==> src/rtl/ds3_ref_pkg.sv <==
package ds3_ref_pkg;
  localparam int unsigned DEF_BLOCK_BITS = 85;
  localparam int unsigned DEF_BLOCKS     = 8;
  localparam int unsigned DEF_SUBFRAMES  = 7;

  // Registered output bundle of the generator
  typedef struct packed {
    logic ce;
    logic frame_n;
    logic gap_n;
    logic data;
  } ref_out_t;

  localparam ref_out_t REF_IDLE = '{ce: 1'b0, frame_n: 1'b1, gap_n: 1'b1, data: 1'b0};
endpackage

==> src/rtl/ds3_ref_modcnt.sv <==
module ds3_ref_modcnt #(
  parameter int unsigned MOD = 85,
  localparam int unsigned W  = (MOD > 1) ? $clog2(MOD) : 1
) (
  input  logic         clk,
  input  logic         rst,
  input  logic         inc,
  output logic [W-1:0] cnt,
  output logic         last
);
  assign last = (cnt == W'(MOD - 1));

  always_ff @(posedge clk) begin
    if (rst)      cnt <= '0;
    else if (inc) cnt <= last ? '0 : cnt + W'(1);
  end
endmodule

==> src/rtl/ds3_ref_decode.sv <==
module ds3_ref_decode #(
  parameter int unsigned BLOCK_BITS = 85,
  parameter int unsigned BLOCKS     = 8,
  parameter int unsigned SUBFRAMES  = 7,
  parameter logic [BLOCKS/2-1:0] F_PATTERN = 4'b1001,
  parameter logic [2:0]          M_PATTERN = 3'b010,
  localparam int unsigned BW = $clog2(BLOCK_BITS),
  localparam int unsigned KW = $clog2(BLOCKS),
  localparam int unsigned SW = $clog2(SUBFRAMES),
  localparam int unsigned FN = BLOCKS / 2,
  localparam int unsigned M0 = SUBFRAMES - 3
) (
  input  logic [BW-1:0] bit_idx,
  input  logic [KW-1:0] blk_idx,
  input  logic [SW-1:0] sub_idx,
  output logic          is_frame,
  output logic          is_gap,
  output logic          skel_bit
);
  logic f_hit, m_hit;

  assign is_gap   = (bit_idx == '0);
  assign is_frame = is_gap && (blk_idx == '0) && (sub_idx == '0);

  // F alignment bits sit on odd blocks; bit i of F_PATTERN is the i-th F-bit
  always_comb begin
    f_hit = 1'b0;
    for (int i = 0; i < FN; i++)
      if (blk_idx == KW'(2 * i + 1)) f_hit = F_PATTERN[i];
  end

  // M alignment bits sit on block 0 of the last three subframes
  always_comb begin
    m_hit = 1'b0;
    if (blk_idx == '0)
      for (int i = 0; i < 3; i++)
        if (sub_idx == SW'(M0 + i)) m_hit = M_PATTERN[i];
  end

  assign skel_bit = is_gap && (f_hit || m_hit);
endmodule

==> src/rtl/ds3_ref_outreg.sv <==
module ds3_ref_outreg
  import ds3_ref_pkg::*;
(
  input  logic     clk,
  input  logic     rst,
  input  logic     adv,
  input  logic     is_frame,
  input  logic     is_gap,
  input  logic     skel_bit,
  output ref_out_t q
);
  ref_out_t d;

  always_comb begin
    d = REF_IDLE;
    if (adv) begin
      d.ce      = 1'b1;
      d.frame_n = ~is_frame;
      d.gap_n   = ~is_gap;
      d.data    = skel_bit;
    end
  end

  always_ff @(posedge clk) begin
    if (rst) q <= REF_IDLE;
    else     q <= d;
  end
endmodule

==> src/rtl/ds3_ref_gen.sv <==
module ds3_ref_gen
  import ds3_ref_pkg::*;
#(
  parameter int unsigned BLOCK_BITS = DEF_BLOCK_BITS,
  parameter int unsigned BLOCKS     = DEF_BLOCKS,
  parameter int unsigned SUBFRAMES  = DEF_SUBFRAMES,
  parameter logic [BLOCKS/2-1:0] F_PATTERN = 4'b1001,
  parameter logic [2:0]          M_PATTERN = 3'b010
) (
  input  logic clk,
  input  logic rst,
  input  logic tick_en,
  output logic bit_ce,
  output logic frame_n,
  output logic gap_n,
  output logic ref_data
);
  localparam int unsigned BW = $clog2(BLOCK_BITS);
  localparam int unsigned KW = $clog2(BLOCKS);
  localparam int unsigned SW = $clog2(SUBFRAMES);

  logic [BW-1:0] bit_idx;
  logic [KW-1:0] blk_idx;
  logic [SW-1:0] sub_idx;
  logic bit_last, blk_last, sub_last;
  logic is_frame, is_gap, skel_bit;
  ref_out_t q;

  ds3_ref_modcnt #(.MOD(BLOCK_BITS)) u_bit (
    .clk(clk), .rst(rst), .inc(tick_en), .cnt(bit_idx), .last(bit_last));

  ds3_ref_modcnt #(.MOD(BLOCKS)) u_blk (
    .clk(clk), .rst(rst), .inc(tick_en && bit_last), .cnt(blk_idx), .last(blk_last));

  ds3_ref_modcnt #(.MOD(SUBFRAMES)) u_sub (
    .clk(clk), .rst(rst), .inc(tick_en && bit_last && blk_last),
    .cnt(sub_idx), .last(sub_last));

  ds3_ref_decode #(
    .BLOCK_BITS(BLOCK_BITS), .BLOCKS(BLOCKS), .SUBFRAMES(SUBFRAMES),
    .F_PATTERN(F_PATTERN), .M_PATTERN(M_PATTERN)
  ) u_dec (
    .bit_idx(bit_idx), .blk_idx(blk_idx), .sub_idx(sub_idx),
    .is_frame(is_frame), .is_gap(is_gap), .skel_bit(skel_bit));

  ds3_ref_outreg u_out (
    .clk(clk), .rst(rst), .adv(tick_en),
    .is_frame(is_frame), .is_gap(is_gap), .skel_bit(skel_bit), .q(q));

  assign bit_ce   = q.ce;
  assign frame_n  = q.frame_n;
  assign gap_n    = q.gap_n;
  assign ref_data = q.data;

  logic unused_wrap;
  assign unused_wrap = sub_last;
endmodule

==> config.mk <==
export PLATFORM = sky130hd
export DESIGN_NAME = ds3_ref_gen
export DESIGN_NICKNAME = d
export VERILOG_FILES = /design/src/rtl/ds3_ref_pkg.sv /design/src/rtl/ds3_ref_modcnt.sv /design/src/rtl/ds3_ref_decode.sv /design/src/rtl/ds3_ref_outreg.sv /design/src/rtl/ds3_ref_gen.sv
export SDC_FILE = /design/constraint.sdc
export NUM_CORES = 1
export LEC_CHECK = 0
export CORE_MARGIN = 5
export CORE_UTILIZATION = 30
export DETAILED_ROUTE_END_ITERATION = 10
export DONT_BUFFER_PORTS = 1
export PLACE_DENSITY_LB_ADDON = 0.15
export SLEW_MARGIN = 20
export SYNTH_ARGS = -nofsm -noshare
export SYNTH_HDL_FRONTEND = slang
export SYNTH_SLANG_ARGS = --single-unit
==> constraint.sdc <==
create_clock -name clk -period 1.8 [get_ports clk]
set_clock_uncertainty 0.2 [all_clocks]
set_input_delay 0.18 -clock clk [delete_from_list [all_inputs] [get_ports clk]]
set_output_delay 0.18 -clock clk [all_outputs]
set_load 0.005 [all_outputs]
==> reports/metrics.yaml <==
status:
  status: "finished clean"
cts:
  htreeDepth: 1
  numCtsBuffers: 3
  root_buffer: "clkbuf_4"
  clk-insertion-delay-late_ns: 0.29
  cts_tree: "built"
  cts_sinks: 17
  post_cts_buffers: 0
  clkSlewWorstSetupHoldPaths_ns: 0.10
  cts_buffer_depth: 2
synth:
  post-synth-top-area-cell: "dfxtp_1"
  yosys_warnings: 0
  ys.flop_type: "dfxtp_1"
  yosysMostFrequentCell: "dfxtp_1"
  synth-edff-count: 0
  synth_area_per_cell_um2: 9.19
  yosys_register_bits: 17
  syn_area_um2: 827
  yosysTopAreaCellShare: 0.411
  synth_area_leaders: "dfxtp_1, ha_1, a21oi_1"
  syn-num-nets: 100
  synth_cells: 90
  ys_seq_area_frac: 0.411
  synthDistinctLibCells: 31
  async_flop_share: 0
  synth_common_cells: "dfxtp_1, a21oi_1, ha_1, nor2_1"
power:
  p_per_area_nw_per_um2: 711
  intPower_uw: 499
  power_switching_uw: 153
  power_frac_comb: 0.082
  clock_power_share: 0.315
  p_leak_nw: 0.330
  p_total_uw: 652
  netSwitchingFraction: 0.235
  pwr-share-seq: 0.603
  peakVddDrop_mv: 0.426
sta:
  rsz0062_at_grt: "true"
  fin_setup_tns_ns: 0
  setup_violations: 0
  slew-limit-headroom: 0.736
  slew_violations: 0
  setup_ws_ns: 0.0258
  finalHoldViolCount: 0
  fmax_mhz: 564
  period_minus_slack_ns: 1.77
  period_share: 0.986
  holdWs_ns: 0.0536
  tightestPinTransition_ns: 0.395
worst_setup_path:
  critical_path_required_ns: 1.82
  crit_fanout: 4
  crit_path_start_kind: "flop"
  cp_data_arrival_time_ns: 1.80
  end_kind: "flop"
  rr_startpoint: "u_bit.cnt[0]$_SDFFE_PP0P_"
  crit_start: "u_bit.cnt[0]$_SDFFE_PP0P_"
  worstSetupPathType: "flop to flop"
floorplan:
  fp.dieH_um: 62.5
  fp.dieW_um: 62.5
  io_pins: 7
  die_area_um2: 3910
  initial_core_util: 0.305
  rows: 19
  core_area_um2: 2710
layout:
  nNetsFinal: 106
  syn_to_final_growth_pct: 10.9
  finalNonFillerCells: 126
  final_util: 0.338
  stdcell_area_um2: 917
  diodes: 0
  drive_above_1_share: 0.126
detailed_routing:
  drt-pass1-iter-count: 3
  vias: 622
  drc: 0
  drt-initial-drc-count: 10
  wl_per_cell_um: 12.3
  via_per_inst: 4.94
  wl_um: 1550
  postRouteAntennaNets: 0
global_routing:
  grt_busiest_layer: "met2"
  grt_usage: 0.0861
  gr-total-overflow: 0
  grt_max_degree: 12
  grt_antenna_before_repair: 0
  use_met3: 0.0414
  global_route.usage.met1: 0.107
  gr-usage-met2: 0.140
  first_global_vias: 614
  grt_pass1_wl_um: 2790
placement:
  portBuffers: 0
  postPlaceCellArea_um2: 867
  dp.cells: 120
  dp_slack_ns: 0.0365
  gp_congestion: 0.736
  hpwl_um: 1140
min_path:
  hp-class: "input pin to flop"
  worstHoldStart: "tick_en"
flow_run:
  maxCapViolations: 0
-- final timing paths --
kind,to,slack [ns],depth (start not counted)
max,u_blk.cnt[0]$_SDFFE_PP0P_,0.03,5
min,u_blk.cnt[0]$_SDFFE_PP0P_,0.05,3
max reg2reg,u_blk.cnt[0]$_SDFFE_PP0P_,0.03,5
min reg2reg,u_blk.cnt[1]$_SDFFE_PP0P_,0.30,2
-- cell usage in the layout, fill, tap and decap left out, types with 2 or more instances in the layout --
cell type      synthesis  routed
a21oi_1                9       9
buf_4                  0       2
nand2_1                3       3
clkbuf_4               0       3
o21ai_0                5       5
ha_1                   7       6
mux2i_1                2       2
nor3b_1                3       3
dlygate4sd3_1          0       2
inv_1                  5       5
xor2_1                 3       3
nand2b_1               2       2
nand4_1                3       3
nand3_1                5       5
dfxtp_1               17      16
nor2_1                 7       7
-- layout make-up --
type / count / area, µm²
Clock buffer: 4 / 26.3
Timing Repair Buffer: 4 / 35.0
Fill cell: 303 / 1790
Multi-Input combinational cell: 65 / 457
Sequential cell: 17 / 342
Tap cell: 31 / 38.8
Inverter: 5 / 18.8
-- timing repair --
action                                  4_1_cts  5_1_grt
hold endpoints to repair                     17        0
endpoints found under the setup margin        0        1
gates resized for setup                       0        2
hold buffers                                  2        0
-- sequential cells by signal (all words and copies together) (netlist names) --
register / count
u_bit.cnt: 7
u_blk.cnt: 3
u_sub.cnt: 3
u_out.q: 4
-- worst max-delay path, cell delays in order, from the launching register on --
cell	delay (ns)
dfxtp_2	0.35
inv_1	0.06
ha_2	0.17
or3b_4	0.39
or4_1	0.41
a21oi_1	0.13
-- power groups by stage --
stage                     Sequential [mW]  Combinational [mW]  Clock, mW
after detailed placement            0.402              0.0450          0
final                               0.393              0.0537      0.205
after global routing                0.395              0.0612      0.234
after CTS                           0.393              0.0538      0.214
after floorplan                     0.400              0.0375          0
after global placement              0.401              0.0435          0
-- cells by family after synthesis --
family | count (synthesis) | share of synthesized area
XOR/XNOR | 4 | 0.0424
buffers and inverters | 8 | 0.0393
AO/OA/AOI/OAI | 17 | 0.116
AND/OR/NAND/NOR | 35 | 0.260
adder cells (fa/ha/maj) | 7 | 0.106
flip-flops | 17 | 0.412
multiplexers | 2 | 0.0242
-- metal layers --
metal	part of all wire	wire length, µm
met5	0	0
met4	0	0
met3	0.057	88
met2	0.46	711
met1	0.48	746
(Power assumes the default switching activity.)
